$ cat src/rtl/dtt_pkg.sv
package dtt_pkg;

  typedef enum logic [1:0] {
    SLOT_EMPTY = 2'd0,
    SLOT_FWD   = 2'd1,
    SLOT_WAIT  = 2'd2,
    SLOT_DONE  = 2'd3
  } slot_st_t;

  typedef enum logic [1:0] {
    PORT_IDLE = 2'd0,
    PORT_WAIT = 2'd1,
    PORT_RESP = 2'd2,
    PORT_DROP = 2'd3
  } port_st_t;

  localparam logic [1:0] CPL_NORMAL = 2'b00;
  localparam logic [1:0] CPL_TABORT = 2'b01;
  localparam logic [1:0] CPL_MABORT = 2'b10;

  // counter preload so that the retry lands dly edges after the first sample
  function automatic int unsigned retry_load(input int unsigned dly);
    return dly - 1;
  endfunction

  function automatic logic cmd_is_write(input logic cmd_lsb);
    return cmd_lsb;
  endfunction

endpackage

$ cat src/rtl/dtt_slot.sv
module dtt_slot
  import dtt_pkg::*;
#(
  parameter int ADDR_W = 32,
  parameter int DATA_W = 32,
  parameter int CMD_W  = 4,
  parameter int BE_W   = 4
) (
  input  logic              clk,
  input  logic              rst,
  input  logic              capture,
  input  logic              release_slot,
  input  logic [ADDR_W-1:0] req_addr,
  input  logic [CMD_W-1:0]  req_cmd,
  input  logic [BE_W-1:0]   req_be,
  input  logic [DATA_W-1:0] req_wdata,
  input  logic              dst_req_ready,
  input  logic              dst_rsp_valid,
  input  logic [1:0]        dst_rsp_status,
  input  logic [DATA_W-1:0] dst_rsp_rdata,
  output logic              slot_empty,
  output logic              slot_hit,
  output logic              dst_req_valid,
  output logic [ADDR_W-1:0] dst_req_addr,
  output logic [CMD_W-1:0]  dst_req_cmd,
  output logic [BE_W-1:0]   dst_req_be,
  output logic [DATA_W-1:0] dst_req_wdata,
  output logic [1:0]        hold_status,
  output logic [DATA_W-1:0] hold_rdata
);

  function automatic logic fields_match(
    input logic [ADDR_W-1:0] a0, input logic [ADDR_W-1:0] a1,
    input logic [CMD_W-1:0]  c0, input logic [CMD_W-1:0]  c1,
    input logic [BE_W-1:0]   b0, input logic [BE_W-1:0]   b1);
    return (a0 == a1) && (c0 == c1) && (b0 == b1);
  endfunction

  slot_st_t st;

  assign slot_empty    = (st == SLOT_EMPTY);
  assign dst_req_valid = (st == SLOT_FWD);
  assign slot_hit      = (st == SLOT_DONE) &&
                         fields_match(req_addr, dst_req_addr, req_cmd, dst_req_cmd,
                                      req_be, dst_req_be);

  always_ff @(posedge clk) begin
    if (rst) begin
      st            <= SLOT_EMPTY;
      dst_req_addr  <= '0;
      dst_req_cmd   <= '0;
      dst_req_be    <= '0;
      dst_req_wdata <= '0;
      hold_status   <= '0;
      hold_rdata    <= '0;
    end else begin
      case (st)
        SLOT_EMPTY: if (capture) begin
          st            <= SLOT_FWD;
          dst_req_addr  <= req_addr;
          dst_req_cmd   <= req_cmd;
          dst_req_be    <= req_be;
          dst_req_wdata <= req_wdata;
        end
        SLOT_FWD: if (dst_req_ready) st <= SLOT_WAIT;
        SLOT_WAIT: if (dst_rsp_valid) begin
          st          <= SLOT_DONE;
          hold_status <= dst_rsp_status;
          hold_rdata  <= cmd_is_write(dst_req_cmd[0]) ? '0 : dst_rsp_rdata;
        end
        default: if (release_slot) begin
          st            <= SLOT_EMPTY;
          dst_req_addr  <= '0;
          dst_req_cmd   <= '0;
          dst_req_be    <= '0;
          dst_req_wdata <= '0;
          hold_status   <= '0;
          hold_rdata    <= '0;
        end
      endcase
    end
  end

endmodule

$ cat src/rtl/dtt_port.sv
module dtt_port
  import dtt_pkg::*;
#(
  parameter int DATA_W    = 32,
  parameter int RETRY_DLY = 16,
  localparam int CNT_W    = $clog2(RETRY_DLY + 1)
) (
  input  logic              clk,
  input  logic              rst,
  input  logic              cfg_delay_retry,
  input  logic              req_valid,
  input  logic              slot_empty,
  input  logic              slot_hit,
  input  logic [1:0]        hold_status,
  input  logic [DATA_W-1:0] hold_rdata,
  output logic              ev_sample,
  output logic              capture,
  output logic              release_slot,
  output logic              rsp_retry,
  output logic              rsp_done,
  output logic [1:0]        rsp_status,
  output logic [DATA_W-1:0] rsp_rdata
);

  port_st_t         pst;
  logic [CNT_W-1:0] cnt;

  assign ev_sample    = (pst == PORT_IDLE) && req_valid;
  assign capture      = ev_sample && slot_empty;
  assign release_slot = ev_sample && slot_hit;

  always_ff @(posedge clk) begin
    if (rst) begin
      pst        <= PORT_IDLE;
      cnt        <= '0;
      rsp_retry  <= 1'b0;
      rsp_done   <= 1'b0;
      rsp_status <= '0;
      rsp_rdata  <= '0;
    end else begin
      case (pst)
        PORT_IDLE: if (ev_sample) begin
          if (release_slot) begin
            rsp_done   <= 1'b1;
            rsp_status <= hold_status;
            rsp_rdata  <= hold_rdata;
            pst        <= PORT_RESP;
          end else if (cfg_delay_retry) begin
            cnt <= CNT_W'(retry_load(RETRY_DLY));
            pst <= PORT_WAIT;
          end else begin
            rsp_retry <= 1'b1;
            pst       <= PORT_RESP;
          end
        end
        PORT_WAIT: begin
          if (cnt == CNT_W'(1)) begin
            rsp_retry <= 1'b1;
            cnt       <= '0;
            pst       <= PORT_RESP;
          end else begin
            cnt <= cnt - CNT_W'(1);
          end
        end
        PORT_RESP: begin
          rsp_retry  <= 1'b0;
          rsp_done   <= 1'b0;
          rsp_status <= '0;
          rsp_rdata  <= '0;
          pst        <= PORT_DROP;
        end
        default: if (!req_valid) pst <= PORT_IDLE;
      endcase
    end
  end

endmodule

$ cat src/rtl/dly_txn_tracker.sv
module dly_txn_tracker #(
  parameter int ADDR_W    = 32,
  parameter int DATA_W    = 32,
  parameter int CMD_W     = 4,
  parameter int BE_W      = 4,
  parameter int RETRY_DLY = 16
) (
  input  logic              clk,
  input  logic              rst,
  input  logic              cfg_delay_retry,
  input  logic              req_valid,
  input  logic [ADDR_W-1:0] req_addr,
  input  logic [CMD_W-1:0]  req_cmd,
  input  logic [BE_W-1:0]   req_be,
  input  logic [DATA_W-1:0] req_wdata,
  output logic              rsp_retry,
  output logic              rsp_done,
  output logic [1:0]        rsp_status,
  output logic [DATA_W-1:0] rsp_rdata,
  output logic              dst_req_valid,
  input  logic              dst_req_ready,
  output logic [ADDR_W-1:0] dst_req_addr,
  output logic [CMD_W-1:0]  dst_req_cmd,
  output logic [BE_W-1:0]   dst_req_be,
  output logic [DATA_W-1:0] dst_req_wdata,
  input  logic              dst_rsp_valid,
  input  logic [1:0]        dst_rsp_status,
  input  logic [DATA_W-1:0] dst_rsp_rdata
);

  logic              ev_sample;
  logic              capture;
  logic              release_slot;
  logic              slot_empty;
  logic              slot_hit;
  logic [1:0]        hold_status;
  logic [DATA_W-1:0] hold_rdata;

  dtt_slot #(.ADDR_W(ADDR_W), .DATA_W(DATA_W), .CMD_W(CMD_W), .BE_W(BE_W)) u_slot (
    .clk(clk), .rst(rst), .capture(capture), .release_slot(release_slot),
    .req_addr(req_addr), .req_cmd(req_cmd), .req_be(req_be), .req_wdata(req_wdata),
    .dst_req_ready(dst_req_ready), .dst_rsp_valid(dst_rsp_valid),
    .dst_rsp_status(dst_rsp_status), .dst_rsp_rdata(dst_rsp_rdata),
    .slot_empty(slot_empty), .slot_hit(slot_hit), .dst_req_valid(dst_req_valid),
    .dst_req_addr(dst_req_addr), .dst_req_cmd(dst_req_cmd), .dst_req_be(dst_req_be),
    .dst_req_wdata(dst_req_wdata), .hold_status(hold_status), .hold_rdata(hold_rdata)
  );

  dtt_port #(.DATA_W(DATA_W), .RETRY_DLY(RETRY_DLY)) u_port (
    .clk(clk), .rst(rst), .cfg_delay_retry(cfg_delay_retry), .req_valid(req_valid),
    .slot_empty(slot_empty), .slot_hit(slot_hit), .hold_status(hold_status),
    .hold_rdata(hold_rdata), .ev_sample(ev_sample), .capture(capture),
    .release_slot(release_slot), .rsp_retry(rsp_retry), .rsp_done(rsp_done),
    .rsp_status(rsp_status), .rsp_rdata(rsp_rdata)
  );

endmodule

$ cat config.mk
export PLATFORM = sky130hd
export DESIGN_NAME = dly_txn_tracker
export DESIGN_NICKNAME = d
export VERILOG_FILES = /design/src/rtl/dtt_pkg.sv /design/src/rtl/dtt_slot.sv /design/src/rtl/dtt_port.sv /design/src/rtl/dly_txn_tracker.sv
export SDC_FILE = /design/constraint.sdc
export NUM_CORES = 1
export LEC_CHECK = 0
export BUFFER_PORTS_ARGS = -buffer_cell sky130_fd_sc_hd__buf_4
export CAP_MARGIN = 20
export CORE_ASPECT_RATIO = 0.5
export CORE_MARGIN = 3
export CORE_UTILIZATION = 53
export DETAILED_ROUTE_END_ITERATION = 7
export PLACE_DENSITY = 0.89
export SYNTH_ARGS = -nofsm -noshare
export SYNTH_HDL_FRONTEND = slang
export SYNTH_SLANG_ARGS = --single-unit
$ cat constraint.sdc
create_clock -name clk -period 5.15 [get_ports clk]
set_input_delay 0.2575 -clock clk [delete_from_list [all_inputs] [get_ports clk]]
set_output_delay 0.2575 -clock clk [all_outputs]
set_load 0.05 [all_outputs]
* After elaboration in Yosys (flattened, before gate mapping)
Cells that the tools add are included.
Operators by class: reduce and logical (&&, ||, !) cells 23, divide/modulo/power cells 0, add/subtract/negate cells 1, muxes and demuxes 45, bitwise gates (word level) 2, shift-type cells 0, equality and inequality tests 19, multipliers 0, $lt $le $gt $ge 0
Operators with widths (number):
- 32-bit case mux with 2 select lines | 4
- 32-bit 2-to-1 mux | 7
- 32-bit equality test | 1
- 2-bit 2-to-1 mux | 12
- 5-bit 2-to-1 mux | 4
- 4-bit case mux with 2 select lines | 2
- 4-bit 2-to-1 mux | 3
- 2-bit inequality test, second input constant | 6
- 2-bit case mux with 3 select lines | 2
- 3-bit AND reduction | 4
- 5-bit case mux with 2 select lines | 1
- 4-bit equality test | 2
- 2-bit case mux with 2 select lines | 2
- 4-bit AND reduction | 2
- 2-bit nonzero test | 4
- 2-bit equality test, second input constant | 3
- 1-bit logical AND | 6
- 1-bit 2-to-1 mux | 6
- 2-bit by 1-bit inequality test with 1-bit output, second input constant | 3
- 5-bit by 1-bit equality test with 1-bit output, second input constant | 1
- 5-bit AND reduction | 1
- 5-bit by 1-bit subtractor with 5-bit output, second input constant | 1
- 2-bit by 1-bit equality test with 1-bit output, second input constant | 2
- 2-bit logical NOT | 2
- other kinds (7) | 9
Word-level totals: memory bits (writable) 0, memory bits (read-only) 0, register bits after elaboration 151, output and inout port bits 109, memories 0, bits of input ports 112, latch bits 0, word-level logic and storage cells 103

* Longest topological paths before layout
Gate-level depths: netlist of run 1.
depth after elaboration 8, gate-level depth with buffers 10, mapped depth without buffers 8

* By module
From an unflattened synthesis of run 1, not the netlist that was laid out.
Unflattened totals: cell total of the unflattened synthesis 738, area, all modules 6313.6 µm²
By module, submodules not included:
- dtt_slot | area an instance 4519.3 µm², sequential area each 2162.1 µm², instances 1, cells each 554
- dtt_port | area an instance 1794.2 µm², sequential area each 860.8 µm², instances 1, cells each 184

* Worst setup path before layout of run 1
OpenSTA, ideal clock, no wires.
kind reg2reg, start register u_slot.dst_req_be[0], end register u_port.rsp_rdata[0], cell stages (with the launch flop) 9, arrival 2088 ps, slack 2945 ps, path buffers 2, clock period less this slack 2205 ps, data required time 5033 ps, library setup time 117 ps, cell sequence dfxtp_1 > xnor2_1 > nand4_1 > nor4_4 > and3_1 > buf_4 > nor3_2 > buf_6 > a22o_1
Between the ends: word-level cells in the longest chain between the ends 6
Ends and longest elaborated chain:
- start, declared | line dtt_slot.sv:26 | output logic [BE_W-1:0] dst_req_be,
- start signal, assigned | line dtt_slot.sv:62 | dst_req_be <= req_be;
- 4-bit equality test | line dtt_slot.sv:36 | return (a0 == a1) && (c0 == c1) && (b0 == b1);
- 1-bit logical AND | line dtt_slot.sv:36
- 1-bit logical AND | line dtt_slot.sv:43 | assign slot_hit = (st == SLOT_DONE) &&
- 1-bit logical AND | line dtt_port.sv:30 | assign release_slot = ev_sample && slot_hit;
- 2-bit inequality test (no source line)
- 3-bit AND reduction (no source line)
- end signal, assigned | line dtt_port.sv:46 | rsp_rdata <= hold_rdata;
- end, declared | line dtt_port.sv:22 | output logic [DATA_W-1:0] rsp_rdata
No other way between the ends. A chain may end at the register's enable or synchronous reset.

* Worst setup path in the final report of run 1
start register u_port.pst[1], end register u_slot.dst_req_wdata[31]
Between the ends: word-level cells in the longest chain between the ends 5, elaborated cells on any way between the ends 7, those cells by class 1 x eq/ne; 6 x reduce/logical
Ends and longest elaborated chain:
- start, declared | line dtt_port.sv:25 | port_st_t pst;
- start signal, assigned | line dtt_port.sv:34 | pst <= PORT_IDLE;
- start signal, assigned | line dtt_port.sv:47 | pst <= PORT_RESP;
- start signal, assigned | line dtt_port.sv:50 | pst <= PORT_WAIT;
- 2-bit logical NOT (*) | line dtt_port.sv:28 | assign ev_sample = (pst == PORT_IDLE) && req_valid;
- 1-bit logical AND (*) | line dtt_port.sv:28
- 1-bit logical AND (on tied branches) | line dtt_port.sv:29, dtt_port.sv:30
- 2-bit inequality test (no source line) / 2-bit nonzero test (equally long branches)
- 3-bit AND reduction (no source line) (*)
- end signal, assigned | line dtt_slot.sv:63 | dst_req_wdata <= req_wdata;
- end, declared | line dtt_slot.sv:27 | output logic [DATA_W-1:0] dst_req_wdata,
Every way passes the cells marked *; elsewhere a longest branch is shown, timed or not.

==> metrics, run 1 <==
DRC=0; Crit-path slowest cell=nor2_4; # hold bufs at CTS=0; Final ANT Viol Nets=0; setup TNS after final layout=0 ns; min Tclk post-route=a little over 3 ns; Die Ht=81.94 um; CTS tree=yes; Worst-Skew Late Latency=just over 0.4 ns; GRT Overall Usage=approximately a quarter; WS Path Type=reg2reg; routed len/inst=16.46 um; core region area=between 10000 and 15000 sq um; largest area contributor in the netlist=dfxtp_1; Startpoint Class=register; Clock transition at path regs=about 0.07 ns; CP endpoint kind=register; Layout Cells excl Fill=1060; Post-CTS Setup Inserts=0; synth warn=0; CTS Buf Count=17; count of cell types in the netlist=39; setup violators final=0; Worst Path Arrival=roughly 3.4 ns; routability congestion estimate=~0.85; Largest stage delay, worst path=roughly 0.68 ns; final instance area=between 8000 and 9000 sq um; post_cts resized=0; syn_nets=approximately 830; Most used DFF post-synth=dfxtp_1; Final nets=1024; number of I/O port buffers=220; Max Fclk=0.3280 GHz; Cells after Synth=between 700 and 800; initial antenna violation count=0; row count=27; number of global-route vias before repair=~5700; diode count=0; via count=between 5000 and 6000; # H-tree levels=4; Iteration-0 DRC Markers=between 300 and 400; I/O pin count=around 220; Buf/Inv on CP=3; status=completed; Worst slew margin=between 30% and 40%; placed cell areas=7782 sq um; largest cells by area after synthesis=dfxtp_1, a21oi_1, o21ai_0; CP Cell Sequence=inv_1 -> ha_1 -> nand2_1 -> a21o_2 -> buf_12 -> nor2_4 -> buf_4 -> nand2_1 -> a21oi_1; post-synth top area share=~49%; P&R area growth vs syn=37.38%; Post-synth EDFFs=0; PwrDens=678.4 nW/um^2; Clock Path Buffers=2; Yosys reg bits=approximately 150; WHS=0.08683 ns; Worst path most repeated cell=nand2_1; DIE WIDTH=~160 um; Syn Area/Cell=8.609 sq um; placed cell count=slightly above 1000; VDD IR max=0.0004373 V; Worst Path Required=around 5.5 ns; Max Cap Violations=0; layout cells sized above 1=29.62%; total power=around 0.0057 W; die area=12940 sq um; grt total ovfl=0; Starting Density=between 50% and 60%; Vias per Instance=5.568; routed wire length=approximately 17000 um; detailed-placement wirelength estimate=about 12000 um; clock root buffer=clkbuf_16; clk_skew=approximately 0.013 ns; Pleak=3.433 nW; largest net degree at the start of global routing=between 80 and 90; Pre-Repair DR Iteration Count=5; crit-path max FO=between 60 and 70; HP Class=in2reg; worst slew pin tran=1.033 ns; clock sinks=roughly 150; RSZ-0062 raised after global routing=no; Synth async-reset ratio=0%; Post-Syn Area=approximately 6100 sq um; first-pass GRT wire length=between 20000 and 30000 um; fin crit share=59.21%; Final Hold Fails=0; Top delay family on crit path=simple AND/OR/NAND/NOR gates; final slew viol count=0; register area share after synthesis=about half
## cells by family (layout without fill, tap and decap cells)
family / Yosys count / count (layout) / synth area share (%)
muxes: 1 / 1 / 0.1638
AOI/OAI and AO/OA: 275 / 275 / 25.34
xor gates and xnor gates: 40 / 40 / 5.732
DFF: 151 / 151 / 49.46
adders and majority gates: 10 / 10 / 2.047
and+or+nand+nor: 168 / 168 / 12.49
buffers and inverters: 65 / 270 / 4.770
## where the power goes
group          leakage (nW)  internal, W  switching, W
Combinational          1.92     0.000830       0.00196
Clock                 0.283     0.000701      0.000541
Sequential             1.23      0.00145      0.000211
## sequential cells by signal, summed over array words and instances, names as in the netlist
| register | count |
|---|---|
| u_port.rsp_status | 2 |
| u_port.cnt | 5 |
| u_port.rsp_rdata | 32 |
| u_slot.dst_req_cmd | 4 |
| u_slot.hold_status | 2 |
| u_slot.dst_req_be | 4 |
| u_slot.st | 2 |
| u_slot.dst_req_addr | 32 |
| u_port.rsp_retry | 1 |
| u_slot.hold_rdata | 32 |
| u_port.rsp_done | 1 |
| u_port.pst | 2 |
| u_slot.dst_req_wdata | 32 |
## cells in the final DEF (no fill, tap or decap), drive strengths merged, types with 2 or more instances in the layout
master,instances
buf,228
dfxtp,151
a21oi,116
nand2,114
o21ai,113
xnor2,40
a22o,34
clkbuf,18
inv,18
nor2,12
nand4,11
ha,10
nand3,9
nor3,8
nor4,4
nand2b,3
clkinvlp,3
nor2b,2
a311oi,2
a31oi,2
a221oi,2
clkinv,2
## Yosys cell counts, types with 2 or more instances
cell type,count
nor4_4,2
buf_4,4
xnor2_1,40
buf_6,3
nand3_1,9
clkbuf_1,36
inv_1,10
nor3_2,2
dfxtp_1,151
nand2b_1,3
nor3_1,6
nor4_1,2
a21oi_1,116
buf_1,4
nor2_1,12
o21ai_0,113
a311oi_1,2
ha_1,10
nand2_1,114
nand4_1,11
a22o_1,34
nor2b_1,2
buf_2,8
## metal layers
metal | track usage [%] | routed length (um) | part of all wire (%) | vias to the layer above
li1 | - | - | - | 2865
met1 | 30.46 | 7142 | 41 | 2790
met4 | 9.957 | 543 | 3.1 | 0
met5 | 0 | 0 | 0 | -
met3 | 8.474 | 1262 | 7.2 | 43
met2 | 44.26 | 8504 | 49 | 204
## per-stage QoR
| step | utilization (%) | setup WS [ns] |
|---|---|---|
| after floorplan | - | 2.945 |
| after global placement | 70.02 | 2.039 |
| after detailed placement | 70.02 | 1.902 |
| after CTS | 75.37 | 1.864 |
| after global routing | 75.55 | 1.821 |
| final | 75.55 | 2.101 |
## final timing paths
| kind | start | end | slack, ns | depth (start not counted) |
|---|---|---|---|---|
| min | req_wdata[8] | u_slot.dst_req_wdata[8] | 0.09 | 3 |
| max | u_port.pst[1] | u_slot.dst_req_wdata[31] | 2.10 | 9 |
| max reg2reg | u_port.pst[1] | u_slot.dst_req_wdata[31] | 2.10 | 9 |
| min reg2reg | u_slot.hold_rdata[0] | u_port.rsp_rdata[0] | 0.46 | 1 |
## worst min-delay path, cell delays in order
cell and delay (ns):
buf_4 0.11, nand2_1 0.05, a21oi_1 0.05
## cell type report
cell class,count,area (sq um)
Clock buffer,18,439.2
Sequential cell,151,3023
Inverter,10,37.54
Fill cell,792,2718
Timing Repair Buffer,228,1724
Clock inverter,14,155.1
Multi-Input combinational cell,494,2836
Tap cell,145,181.4
No activity file was read; power rests on OpenSTA's default activity.
==> inputs of run 2 (changes only) <==
--- a/config.mk
+++ b/config.mk
@@ -5,13 +5,14 @@
 export SDC_FILE = /design/constraint.sdc
 export NUM_CORES = 1
 export LEC_CHECK = 0
+export ABC_AREA = 1
 export BUFFER_PORTS_ARGS = -buffer_cell sky130_fd_sc_hd__buf_4
 export CAP_MARGIN = 20
 export CORE_ASPECT_RATIO = 0.5
 export CORE_MARGIN = 3
-export CORE_UTILIZATION = 53
+export CORE_UTILIZATION = 50
 export DETAILED_ROUTE_END_ITERATION = 7
-export PLACE_DENSITY = 0.89
+export PLACE_DENSITY = 0.83
 export SYNTH_ARGS = -nofsm -noshare
 export SYNTH_HDL_FRONTEND = slang
 export SYNTH_SLANG_ARGS = --single-unit
==> constraint.sdc (replaced) <==
create_clock -name clk -period 3.1 [get_ports clk]
set_input_delay 0.155 -clock clk [delete_from_list [all_inputs] [get_ports clk]]
set_output_delay 0.155 -clock clk [all_outputs]
set_load 0.05 [all_outputs]
==> metrics, run 2 <==
number of I/O port buffers=220; PwrDens=1073 nW/um^2; layout cells sized above 1=23.77%; # H-tree levels=4; DRC=0; Max Cap Violations=0; Post-synth EDFFs=0; Final nets=around 1200; Commonest cells post-synth=nand2_1, dfxtp_1, nand3_1; Largest stage delay, worst path=0.45 ns; die area=~15000 sq um; I/O pin count=221; routed len/inst=about 14 um; final slew viol count=0; Die Ht=about 87 um; most common cell after layout, fill and taps aside=nand2_1; Pleak=3.851 nW; via count=6834; count of cell types in the netlist=26; GRT Overall Usage=around a quarter; CTS Buf Count=17; Worst-Skew Late Latency=~0.43 ns; Worst path most repeated cell=nor2_1; setup TNS after final layout=0 ns; Startpoint Class=register; WS Path Type=reg2reg; clk_skew=0.01677 ns; Top delay family on crit path=buffers and inverters; Crit-path slowest cell=buf_4; min Tclk post-route=2.748 ns; Max Fclk=0.3639 GHz; Final Hold Fails=0; detailed-placement wirelength estimate=around 12000 um; Post-Syn Area=about 6600 sq um; DIE WIDTH=168.0 um; Cells after Synth=930; Starting Density=between 50% and 60%; largest cells by area after synthesis=dfxtp_1, nand2_1, nand3_1; routability congestion estimate=between 0.8 and 0.9; initial antenna violation count=0; commonest cells after routing, fill and taps aside=nand2_1, buf_4, dfxtp_1; core region area=~12000 sq um; Pre-Repair DR Iteration Count=5; status=completed; clock root buffer=clkbuf_16; post_cts resized=0; Synth async-reset ratio=0%; placed cell areas=around 8300 sq um; Syn Area/Cell=~7 sq um; Clock transition at path regs=0.07 ns; row count=28; P&R area growth vs syn=35.81%; Post-CTS Setup Inserts=0; register area share after synthesis=a little under half; synth warn=0; final instance area=8907 sq um; worst slew pin tran=~0.8 ns; post-synth top area share=approximately 46%; Most used DFF post-synth=dfxtp_1; Worst Path Required=~3.4 ns; grt total ovfl=0; Worst Path Arrival=a little over 3 ns; number of global-route vias before repair=6400; largest area contributor in the netlist=dfxtp_1; CP endpoint kind=register; RSZ-0062 raised after global routing=no; first-pass GRT wire length=about 30000 um; crit-path max FO=64; HP Class=in2reg; Yosys reg bits=between 150 and 200; setup violators final=0; routed wire length=approximately 19000 um; sequential cell area=3023 sq um; CTS tree=yes; most common cell in the netlist=nand2_1; Clock Path Buffers=2; Buf/Inv on CP=3; Worst slew margin=a little under half; clock sinks=151; Iteration-0 DRC Markers=609; diode count=0; Vias per Instance=between 5 and 6; CP Cell Sequence=inv_1 -> ha_1 -> nand2_1 -> nor2_1 -> nand2_1 -> nor2_1 -> nand3_1 -> nor2_1 -> nand3_2 -> buf_4 -> a21boi_4 -> buf_4 -> nand2_1 -> o21ai_1 -> nor2_1; Multi-input gate area=between 3000 and 4000 sq um; Final ANT Viol Nets=0; fin crit share=roughly nine tenths; largest net degree at the start of global routing=between 70 and 80; VDD IR max=between 0.0006 and 0.0007 V; post-layout util=~72%; number of fill cells=a little over 1000; syn_nets=~1100
run 2: cell types whose count changed after synthesis, moves of 5 or more:
cell      before  now
a22o_1        34    0
clkbuf_1      36   47
inv_1         10   64
nand2_1      114  267
nand3_1        9  114
nand4_1       11    3
nor2_1        12   69
o21ai_0      113   39
o21ai_1        0    5
xnor2_1       40   15
xor2_1         0    6
run 2: final timing paths:
kind	from	end	slack [ns]	depth (start not counted)
max	u_port.pst[1]	u_slot.hold_rdata[27]	0.35	15
min	req_wdata[13]	u_slot.dst_req_wdata[13]	0.01	3
max reg2reg	u_port.pst[1]	u_slot.hold_rdata[27]	0.35	15
min reg2reg	u_slot.hold_rdata[9]	u_port.rsp_rdata[9]	0.46	2
run 2: cell type report:
type | count | share of cell area (%)
clock buffers | 17 | 4.776
flip-flops and latches | 151 | 33.94
inverters | 64 | 2.697
well taps | 165 | 2.318
multi-input cells | 658 | 34.63
clock inverters | 15 | 1.728
repair buffers | 231 | 19.92
run 2: through the flow:
step / setup WS, ns / hold WS, ns / instances / power [W]
global route: 0.09328 / 0.008686 / 1301 / 0.01013
detailed placement: 0.3905 / 0.4462 / 1268 / 0.007494
floorplan: 1.043 / 0.3200 / 930 / 0.006101
CTS: 0.3727 / 0.0007481 / 1301 / 0.009564
finish: 0.3521 / 0.01293 / 1301 / 0.009557
global placement: 0.5444 / 0.4395 / 1268 / 0.007388
run 2: kinds of logic (layout without fill, tap and decap cells):
| logic type | after synthesis | after routing | synth area share (%) |
|---|---|---|---|
| AND/OR/NAND/NOR | 465 | 465 | 29.40 |
| XOR/XNOR | 21 | 21 | 2.804 |
| buffers and inverters | 121 | 327 | 7.116 |
| adder cells (fa/ha/maj) | 10 | 10 | 1.908 |
| AO/OA/AOI/OAI | 162 | 162 | 12.69 |
| flip-flops | 151 | 151 | 46.09 |
run 2: worst reg2reg max path, stage by stage (launching register included):
cell      delay (ns)
dfxtp_1         0.35
inv_1           0.12
ha_1            0.28
nand2_1         0.08
nor2_1          0.11
nand2_1         0.07
nor2_1          0.08
nand3_1         0.07
nor2_1          0.11
nand3_2         0.10
buf_4           0.30
a21boi_4        0.19
buf_4           0.45
nand2_1         0.17
o21ai_1         0.11
nor2_1          0.05
run 2: what timing repair did:
item / in CTS / in global routing
setup endpoints to repair: 0 / 0
hold endpoints to repair: 1 / 0
hold buffers: 1 / 0
run 2: per-layer routing:
metal | routed length [um] | share of wire [%] | track usage, %
met1 | 7726 | 41 | 31.07
met5 | 0 | 0 | 0
met3 | 1195 | 6.4 | 5.349
met4 | 516 | 2.7 | 10.24
met2 | 9324 | 50 | 44.10
run 2: power by group:
part	switching, W	total [W]	internal, W
sequential	0.000381	0.00282	0.00244
combinational	0.00324	0.00468	0.00144
clock	0.000918	0.00206	0.00114
==> inputs of run 3 (changes only) <==
--- a/config.mk
+++ b/config.mk
@@ -8,11 +8,13 @@
 export ABC_AREA = 1
 export BUFFER_PORTS_ARGS = -buffer_cell sky130_fd_sc_hd__buf_4
 export CAP_MARGIN = 20
+export CELL_PAD_IN_SITES_DETAIL_PLACEMENT = 1
+export CELL_PAD_IN_SITES_GLOBAL_PLACEMENT = 1
 export CORE_ASPECT_RATIO = 0.5
 export CORE_MARGIN = 3
-export CORE_UTILIZATION = 50
+export CORE_UTILIZATION = 35
 export DETAILED_ROUTE_END_ITERATION = 7
-export PLACE_DENSITY = 0.83
+export PLACE_DENSITY = 0.84
 export SYNTH_ARGS = -nofsm -noshare
 export SYNTH_HDL_FRONTEND = slang
 export SYNTH_SLANG_ARGS = --single-unit
==> metrics, run 3 (synthesized netlist as in run 2, its figures left out) <==
worst slew pin tran=between 0.7 and 0.8 ns; CTS Buf Count=17; status=completed; Max Cap Violations=0; CP endpoint kind=register; Vias per Instance=roughly 5.0; Net Sw Power=around 0.0046 W; fin crit share=85.33%; detailed-placement wirelength estimate=roughly 15000 um; Starting Density=roughly 37%; VDD IR max=a little over 0.0005 V; sequential cell area=slightly above 3000 sq um; Iteration-0 DRC Markers=about 190; Die Ht=between 100 and 150 um; Sequential Power Share=28.9%; routed wire length=~22000 um; Worst-Skew Late Latency=0.42 ns; GRT Overall Usage=a little over a fifth; RSZ-0062 raised after global routing=no; DRC=0; DIE WIDTH=between 150 and 200 um; Final Hold Fails=0; setup violators final=0; diode count=0; Worst slew margin=about 47%; Pleak=3.851 nW; Final ANT Viol Nets=0; most common cell after layout, fill and taps aside=nand2_1; row count=34; core region area=17870 sq um; Buf/Inv on CP=3; final slew viol count=0; Max Fclk=about 0.38 GHz; HP Class=in2reg; initial antenna violation count=0; Multi-input gate area=between 3000 and 4000 sq um; WS Path Type=reg2reg; # hold bufs at CTS=1; Worst Path Arrival=slightly below 3 ns; Worst Path Required=about 3.4 ns; clk_skew=0.01269 ns; Logic pwr share=48.2%; CTS tree=yes; crit-path max FO=64; Crit-path slowest cell=dfxtp_1; P_int=0.005196 W; Startpoint Class=register; Final nets=around 1200; P&R area growth vs syn=37.52%; min Tclk post-route=approximately 2.6 ns; Top delay family on crit path=simple AND/OR/NAND/NOR gates; I/O pin count=221; Clock Path Buffers=2; grt total ovfl=0; first-pass GRT wire length=approximately 35000 um; number of fill cells=around 2300; Post-CTS Setup Inserts=0; Clock Power Share=between 20% and 30%; Pre-Repair DR Iteration Count=5; PwrDens=about 1100 nW/um^2; layout cells sized above 1=23.57%; clock sinks=around 150; clock root buffer=clkbuf_16; Switching Share=between 40% and 50%; die area=roughly 20000 sq um; Clock transition at path regs=0.07 ns; Largest stage delay, worst path=roughly 0.34 ns; Worst path most repeated cell=nor2_1; setup TNS after final layout=0 ns; number of I/O port buffers=between 200 and 250; commonest cells after routing, fill and taps aside=nand2_1, buf_4, dfxtp_1; post_cts resized=0; number of global-route vias before repair=slightly below 7000; total power=slightly below 0.01 W; routability congestion estimate=between 0.8 and 0.9; via count=around 7000; largest net degree at the start of global routing=73; CP Cell Sequence=inv_1 -> ha_1 -> nand2_1 -> nor2_1 -> nand2_1 -> nor2_1 -> nand3_1 -> nor2_1 -> nand3_2 -> buf_4 -> a21boi_4 -> buf_12 -> nand2_1 -> o21ai_0 -> nor2_1; routed len/inst=roughly 16 um; # H-tree levels=4
run 3: worst paths after layout:
kind                          from                        to  slack (ns)  cells after the start
max                  u_port.pst[0]     u_slot.hold_rdata[12]        0.45                     15
max reg2reg          u_port.pst[0]     u_slot.hold_rdata[12]        0.45                     15
min reg2reg  u_slot.hold_rdata[24]      u_port.rsp_rdata[24]        0.46                      2
min                  req_wdata[20]  u_slot.dst_req_wdata[20]        0.01                      3
run 3: routing by layer:
layer	up-vias	GRT usage (%)	share of wire (%)
met2	142	38.02	51
met1	3282	25.69	44
met4	0	6.427	1.6
li1	3379	-	-
met3	31	3.983	3.9
met5	-	0	0
run 3: through the flow:
stage / hold WS [ns] / area, sq um / utilization [%] / setup WS (ns) / cells
after floorplan: 0.3200 / 6559 / - / 1.043 / 930
after global placement: 0.4403 / 8387 / 46.94 / 0.6480 / 1338
after detailed placement: 0.4474 / 8387 / 46.94 / 0.4977 / 1338
after CTS: 0.0006541 / 9020 / 50.48 / 0.4548 / 1371
after global routing: 0.009018 / 9020 / 50.48 / 0.1653 / 1371
final: 0.01219 / 9020 / 50.48 / 0.4548 / 1371
run 3: final cells by class:
cell class / instances / area share, %
Multi-Input combinational cell: 658 / 34.19
Sequential cell: 151 / 33.51
Timing Repair Buffer: 232 / 19.48
Clock buffer: 21 / 4.994
Tap cell: 234 / 3.246
Inverter: 64 / 2.663
Clock inverter: 11 / 1.914
run 3: power groups by stage:
stage	registers, W	logic, W	clock network (W)
final	0.00282	0.00470	0.00224
after global routing	0.00290	0.00511	0.00236
after CTS	0.00283	0.00475	0.00227
after detailed placement	0.00286	0.00472	0
after global placement	0.00282	0.00461	0
after floorplan	0.00411	0.00199	0
run 3: worst min-delay path: cells and delay by family:
family / cells / cell delay, ns
compound gates: 1 / 0.06
simple gates: 1 / 0.07
buf+inv: 1 / 0.11
